**config.mk**
```make
export PLATFORM = sky130hd
export DESIGN_NAME = sof_marker_gen
export DESIGN_NICKNAME = d
export VERILOG_FILES = /design/src/rtl/sof_marker_pkg.sv /design/src/rtl/sof_frame_ctr.sv /design/src/rtl/sof_marker_fsm.sv /design/src/rtl/sof_marker_gen.sv
export SDC_FILE = /design/constraint.sdc
export NUM_CORES = 1
export LEC_CHECK = 0
export BUFFER_PORTS_ARGS = -buffer_cell sky130_fd_sc_hd__buf_2
export CAP_MARGIN = 20
export CORE_UTILIZATION = 51
export CTS_CLUSTER_SIZE = 28
export DETAILED_ROUTE_END_ITERATION = 8
export HOLD_SLACK_MARGIN = 0.15
export PLACE_DENSITY = 0.72
export SKIP_CTS_REPAIR_TIMING = 1
export SYNTH_ARGS = -nofsm -noshare
export SYNTH_HDL_FRONTEND = slang
export SYNTH_SLANG_ARGS = --single-unit
```
**constraint.sdc**
```tcl
create_clock -name clk -period 1.7 [get_ports clk]
set_clock_uncertainty 0.15 [all_clocks]
set_input_delay 0.17 -clock clk [delete_from_list [all_inputs] [get_ports clk]]
set_output_delay 0.17 -clock clk [all_outputs]
set_load 0.02 [all_outputs]
```
**src/rtl/sof_marker_pkg.sv**
```systemverilog
package sof_marker_pkg;

    typedef enum logic [1:0] {
        MK_OFF  = 2'd0,
        MK_WAIT = 2'd1,
        MK_RUN  = 2'd2,
        MK_HALT = 2'd3
    } mk_state_e;

endpackage

```
**src/rtl/sof_frame_ctr.sv**
```systemverilog
module sof_frame_ctr #(
    parameter int FRAME_CYCLES = 12000,
    parameter int WIN_CYCLES   = 60
) (
    input  logic clk,
    input  logic rst_n,
    input  logic reload_i,
    input  logic rebase_i,
    input  logic count_i,
    output logic at_limit_o
);
    localparam int CW = $clog2(FRAME_CYCLES + WIN_CYCLES + 1);
    localparam logic [CW-1:0] LIMIT = CW'(FRAME_CYCLES + WIN_CYCLES - 1);
    localparam logic [CW-1:0] BASE  = CW'(WIN_CYCLES);

    logic [CW-1:0] cnt_q;

    // Counts edges since the last anchor. A real SOF anchors at zero.
    // A synthetic tick anchors at the nominal slot, which lies WIN_CYCLES
    // edges in the past.
    always_ff @(posedge clk or negedge rst_n) begin
        if (!rst_n) begin
            cnt_q <= '0;
        end else if (reload_i) begin
            cnt_q <= '0;
        end else if (rebase_i) begin
            cnt_q <= BASE;
        end else if (count_i && cnt_q != LIMIT) begin
            cnt_q <= cnt_q + 1'b1;
        end
    end

    assign at_limit_o = (cnt_q == LIMIT);

endmodule

```
**src/rtl/sof_marker_fsm.sv**
```systemverilog
module sof_marker_fsm
    import sof_marker_pkg::*;
(
    input  logic      clk,
    input  logic      rst_n,
    input  logic      en_i,
    input  logic      susp_i,
    input  logic      sof_i,
    input  logic      limit_i,
    output mk_state_e state_o,
    output logic      synth_o,
    output logic      reload_o,
    output logic      rebase_o,
    output logic      count_o
);
    mk_state_e state_q;
    mk_state_e state_d;

    // Next-state logic
    always_comb begin
        state_d = state_q;
        unique case (state_q)
            MK_OFF: begin
                if (en_i) state_d = MK_WAIT;
            end
            MK_WAIT: begin
                if (!en_i)       state_d = MK_OFF;
                else if (susp_i) state_d = MK_HALT;
                else if (sof_i)  state_d = MK_RUN;
            end
            MK_RUN: begin
                if (!en_i)       state_d = MK_OFF;
                else if (susp_i) state_d = MK_HALT;
            end
            MK_HALT: begin
                if (!en_i) state_d = MK_OFF;
            end
            default: state_d = MK_OFF;
        endcase
    end

    // State register
    always_ff @(posedge clk or negedge rst_n) begin
        if (!rst_n) state_q <= MK_OFF;
        else        state_q <= state_d;
    end

    // Outputs
    always_comb begin
        synth_o  = 1'b0;
        count_o  = 1'b0;
        reload_o = sof_i;
        unique case (state_q)
            MK_RUN: begin
                count_o = 1'b1;
                synth_o = en_i && !susp_i && !sof_i && limit_i;
            end
            MK_OFF, MK_WAIT, MK_HALT: begin
                count_o = 1'b0;
            end
            default: count_o = 1'b0;
        endcase
        rebase_o = synth_o;
    end

    assign state_o = state_q;

endmodule

```
**src/rtl/sof_marker_gen.sv**
```systemverilog
module sof_marker_gen
    import sof_marker_pkg::*;
#(
    parameter int FRAME_CYCLES = 12000,
    parameter int WIN_CYCLES   = 60
) (
    input  logic clk,
    input  logic rst_n,
    input  logic sof_ok_i,
    input  logic mark_en_i,
    input  logic suspend_i,
    output logic sof_flag_set_o,
    output logic mark_active_o
);
    mk_state_e state;
    logic      at_limit;
    logic      synth;
    logic      reload;
    logic      rebase;
    logic      count;
    logic      flag_q;

    sof_marker_fsm u_fsm (
        .clk      (clk),
        .rst_n    (rst_n),
        .en_i     (mark_en_i),
        .susp_i   (suspend_i),
        .sof_i    (sof_ok_i),
        .limit_i  (at_limit),
        .state_o  (state),
        .synth_o  (synth),
        .reload_o (reload),
        .rebase_o (rebase),
        .count_o  (count)
    );

    sof_frame_ctr #(
        .FRAME_CYCLES (FRAME_CYCLES),
        .WIN_CYCLES   (WIN_CYCLES)
    ) u_ctr (
        .clk        (clk),
        .rst_n      (rst_n),
        .reload_i   (reload),
        .rebase_i   (rebase),
        .count_i    (count),
        .at_limit_o (at_limit)
    );

    always_ff @(posedge clk or negedge rst_n) begin
        if (!rst_n) flag_q <= 1'b0;
        else        flag_q <= sof_ok_i | synth;
    end

    assign sof_flag_set_o = flag_q;
    assign mark_active_o  = (state == MK_RUN);

endmodule

```
== Word-level counts from Yosys, hierarchy flattened ==
Cells that the tools add are included.

* Equality and inequality tests: 9
* Reduce and logical (&&, ||, !) cells: 10
* Add/subtract/negate cells: 1
* Bitwise logic cells: 1
* Muxes and demuxes: 13

{| class="wikitable"
|+ Operators by type and width
! operator !! count
|-
| 14-bit two-way mux || 3
|-
| 14-bit by 1-bit adder with 14-bit output, second input constant || 1
|-
| 14-bit equality test, second input constant || 1
|-
| 2-bit two-way mux || 7
|-
| 14-bit != test, second input constant || 1
|-
| 2-bit one-hot mux with 4 select lines || 1
|-
| 2-bit equality test, second input constant || 2
|-
| 1-bit logical AND || 4
|-
| 2-bit != test, second input constant || 2
|-
| 4-bit != test, second input constant || 1
|-
| 4-bit AND reduction || 1
|-
| 3-bit != test, second input constant || 1
|-
| 3-bit nonzero test || 1
|-
| 3-bit OR reduction || 1
|-
| 2-bit by 1-bit equality test with 1-bit output, second input constant || 1
|-
| 1-bit zero test || 2
|-
| 2-bit zero test || 1
|-
| 1-bit one-hot mux with 2 select lines || 1
|-
| 1-bit two-way mux || 1
|-
| 1-bit OR || 1
|}

* Flip-flop bits (word level): 17
* Logic and storage cells: 37
* Output and inout port bits: 2

== Logic depth before layout (Yosys ltp) ==
* Word-level depth: 7
* Mapped depth: 5
* Gate-level depth less buffers: 5

== Cells and area by module ==
Synthesis repeated with hierarchy kept, for this count alone.

* Cells, all modules: 96
* Area total of the unflattened synthesis: 920.9 µm²

{| class="wikitable"
|+ Modules (own cells, without submodules)
! module !! seq. area each (µm²) !! cells an instance !! area an instance (µm²) !! instances
|-
| sof_frame_ctr || 350.3 || 79 || 749.5 || 1
|-
| sof_marker_fsm || 50.0 || 14 || 133.9 || 1
|-
| sof_marker_gen || 25.0 || 3 || 37.5 || 1
|}

== Least setup slack after synthesis ==
Ideal clock, no wire load.

* Path kind: register -> register
* From: register u_ctr.cnt_q[0]
* To: register u_ctr.cnt_q[1]
* Path slack: -0.011 ns
* Stages on the path, launching flop included: 6
* Setup time: 0.101 ns
* Data required time: 1.449 ns
* Data arrival time: 1.460 ns
* Path buffers: 0
* Cell sequence: dfrtp_1 ha_1 nor4bb_1 nand4b_1 o21a_1 o32ai_1

* Word-level cells in the longest chain between the ends: 5

{| class="wikitable"
|+ RTL lines
! element !! line !! RTL
|-
| start: declaration || sof_frame_ctr.sv:16 || <nowiki>logic [CW-1:0] cnt_q;</nowiki>
|-
| start signal: assignment || sof_frame_ctr.sv:29 || <nowiki>cnt_q <= cnt_q + 1'b1;</nowiki>
|-
| branches (longest 5 deep; another with 14-bit by 1-bit adder with 14-bit output) || n/a ||
|}

Several ways; the timed one is not identified. The select of a mux whose other input is x is not followed.
A chain may end at the register's enable or synchronous reset.

== Final worst setup path ==
* From: register u_ctr.cnt_q[1]
* To: register u_ctr.cnt_q[1]

The elaborated chain is that of the path after synthesis.

==> metrics <==
vias in the first global route=727; Final Hold Fails=0; DR iter-0 viols=25; Cell variety after synth=33; GRT Max-Usage Layer=met2; f_max=0.5728 GHz; DIE AREA=0.001954 mm²; # nets final=124; Max-slew headroom=~74%; Mean Syn Cell Area=9.874 µm²; Max stage delay cell, worst path=dfrtp_1; synthesis-stage register bit count=17; # setup viols final=4; setup slack after placement=-0.1105 ns; ant diodes=0; Reg clk slew, reported paths=0.10 ns; mux cell area share after synthesis=0%; # rows=14; first drt pass iteration count=6; post-synthesis simple-gate area fraction=30.72%; setup TNS=-0.05461 ns; Hold Crit Class=in -> async; Crit Path Class=reg -> reg; XOR/XNOR Fraction of Synth Area=7.713%; Synth Cell Area=908.4 µm²; Mapped Nets=between 90 and 100; largest net degree at the start of global routing=18; Slew Limit Fails=0; Worst-Skew Late Latency=0.30 ns; DR vias/cell=between 6 and 7; CP cell instances=ha_2 > nor4bb_4 > nand4b_1 > o21a_1 > o32ai_2; adder-cell share of the synthesized area=1.377%; leakage power=just under 0.5 nW; fin crit period=1.746 ns; Root Driver=clkbuf_4; post-layout util=74.05%; WP data arrival=between 1.5 and 2 ns; met1 Use GR=~35%; HPWL after detailed placement=around 1.4 mm; Synth Area in Compound Gates=11.29%; io pins=7; DR DRC count=0; routed len/inst=16.59 µm; RSZ-0062 raised after global routing=yes; Max-Cap Viols=0; Slew @ Worst Pin=0.3825 ns; Area Growth Syn to Fin=28.51%; global-route wire length before repair=approximately 3.4 mm; outcome=finished with violations; layout cells sized above 1=30.77%; Placer Congestion=between 0.8 and 0.9; total track usage=24.87%; grt met2 use=36.76%; Worst setup SP type=flop; largest family of logic cells by synthesized area=simple AND/OR/NAND/NOR gates; VDD IR-drop max=0.4876 mV; antenna violations before repair=0; Final period util=102.7%; Vias=between 800 and 900; CTS tree=yes; total core area=~0.0016 mm²; fillers=106; grt ovf=0; pwr dens=621.4 mW/mm²; Die H=between 40 and 50 µm; CTS Sinks=17; H-tree depth=1; violated checks=setup timing; final worst slack=-0.04586 ns; CTS buffer count=3; antenna-violating nets left=0; total wire length=2.207 mm; routing usage on met3=~3.7%; Post-Synthesis Cells=92; Setup crit end kind=flop; # port buffers=6; Die X=44.21 µm; final instance area=0.001167 mm²; Placed Area=between 0.001 and 0.0015 mm²; sequential fraction of the synthesis area=between 40% and 50%; Initial Util=57.62%; number of synthesis warnings=0; CP Max Fanout=4; Req. time, crit path=between 1.5 and 2 ns; Crit path largest cell delay=~0.38 ns; Max Buffers Root-to-Sink=2
power by group:
group | internal (W) | leakage, nW | switching (W)
combinational | 0.0000382 | 0.244 | 0.0000443
clock | 0.0000916 | 0.0150 | 0.000134
sequential | 0.000411 | 0.228 | 0.00000573
total | 0.000541 | 0.487 | 0.000184
layer usage:
layer  routed length (µm)  share of wire, %
met2                 1077                49
met4                   27               1.2
met5                    0                 0
met3                   83               3.8
met1                 1018                46
synthesized netlist by cell type:
cell type | instances | area [µm²]
o32ai_1 | 1 | 8.760
and4_1 | 2 | 17.52
nor4bb_1 | 1 | 10.01
xnor2_1 | 4 | 35.03
nand3b_1 | 1 | 7.510
nand2_1 | 7 | 26.28
nand4_1 | 4 | 25.02
dfrtp_1 | 17 | 425.4
nor2b_1 | 3 | 18.77
o21ai_0 | 3 | 15.01
or3_1 | 2 | 12.51
xor2_1 | 4 | 35.03
o21a_1 | 3 | 22.52
nand4b_1 | 1 | 8.760
nand4_4 | 1 | 21.27
and3_1 | 2 | 12.51
o21bai_2 | 1 | 11.26
o22ai_1 | 2 | 12.51
or4_1 | 1 | 7.510
a21oi_1 | 5 | 25.02
ha_1 | 1 | 12.51
nand3_1 | 4 | 20.02
nor4_1 | 2 | 12.51
nor2_1 | 9 | 33.78
nor3_1 | 2 | 10.01
o31ai_1 | 1 | 7.510
and2b_1 | 1 | 7.510
or2_2 | 1 | 6.260
inv_1 | 1 | 3.750
nand2b_1 | 2 | 12.51
clkbuf_1 | 1 | 3.750
nor4b_1 | 1 | 8.760
buf_6 | 1 | 11.26
layout by cell type (no fill, tap or decap), drive strengths merged, types with 2 or more instances in the layout:
master | synthesis | layout
buf | 1 | 19
dfrtp | 17 | 17
nor2 | 9 | 9
nand2 | 7 | 7
a21oi | 5 | 5
nand4 | 5 | 5
nand3 | 4 | 4
xor2 | 4 | 4
xnor2 | 4 | 4
dlygate4sd3 | 0 | 4
clkbuf | 1 | 4
o21ai | 3 | 3
nor2b | 3 | 3
o21a | 3 | 3
and3 | 2 | 2
o22ai | 2 | 2
or3 | 2 | 2
nand2b | 2 | 2
nor4 | 2 | 2
nor3 | 2 | 2
and4 | 2 | 2
per-stage QoR:
step / cells / power, W / hold WS [ns]
final: 133 / 0.0007255 / 0.1675
after CTS: 125 / 0.0007103 / -0.3670
after global routing: 133 / 0.0007495 / 0.2001
after global placement: 121 / 0.0004893 / -0.04440
after detailed placement: 121 / 0.0004909 / -0.03832
after floorplan: 92 / 0.0004622 / -0.2756
kinds of logic after synthesis:
kind of cell,Yosys count
buffers and inverters,3
and+or+nand+nor,47
adders and majority gates,1
xor gates and xnor gates,8
AOI/OAI and AO/OA,16
DFF,17
worst max-delay path: cells and delay by family, from the launching register on:
kind,cells,cell delay (ns)
simple gates,2,0.45
compound gates,2,0.46
flops,1,0.38
fa+ha+maj,1,0.21
state kept, by name, indices dropped and copies added, names as in the netlist:
signal,cells
u_ctr.cnt_q,14
u_fsm.state_o,2
sof_flag_set_o,1
final timing paths:
kind / start / end / slack (ns) / cells past startpoint
max reg2reg: u_ctr.cnt_q[1]$_DFFE_PN0P_ / u_ctr.cnt_q[1]$_DFFE_PN0P_ / -0.05 / 5
min: rst_n / u_ctr.cnt_q[3]$_DFFE_PN0P_ / 0.17 / 2
max in group asynchronous: rst_n / u_ctr.cnt_q[4]$_DFFE_PN0P_ / 0.94 / 2
min in group clk: u_ctr.cnt_q[13]$_DFFE_PN0P_ / u_ctr.cnt_q[13]$_DFFE_PN0P_ / 0.42 / 2
min reg2reg: u_ctr.cnt_q[13]$_DFFE_PN0P_ / u_ctr.cnt_q[13]$_DFFE_PN0P_ / 0.42 / 2
max: u_ctr.cnt_q[1]$_DFFE_PN0P_ / u_ctr.cnt_q[1]$_DFFE_PN0P_ / -0.05 / 5
final cells by class:
type / instances / area, µm² / share of cell area [%]
Clock buffer: 4 / 26.28 / 2.251
Inverter: 1 / 3.754 / 0.3215
Multi-Input combinational cell: 72 / 514.2 / 44.05
Sequential cell: 17 / 427.9 / 36.66
Tap cell: 16 / 20.02 / 1.715
Timing Repair Buffer: 23 / 175.2 / 15.01
Note: power is estimated with default switching activity, not from simulation.
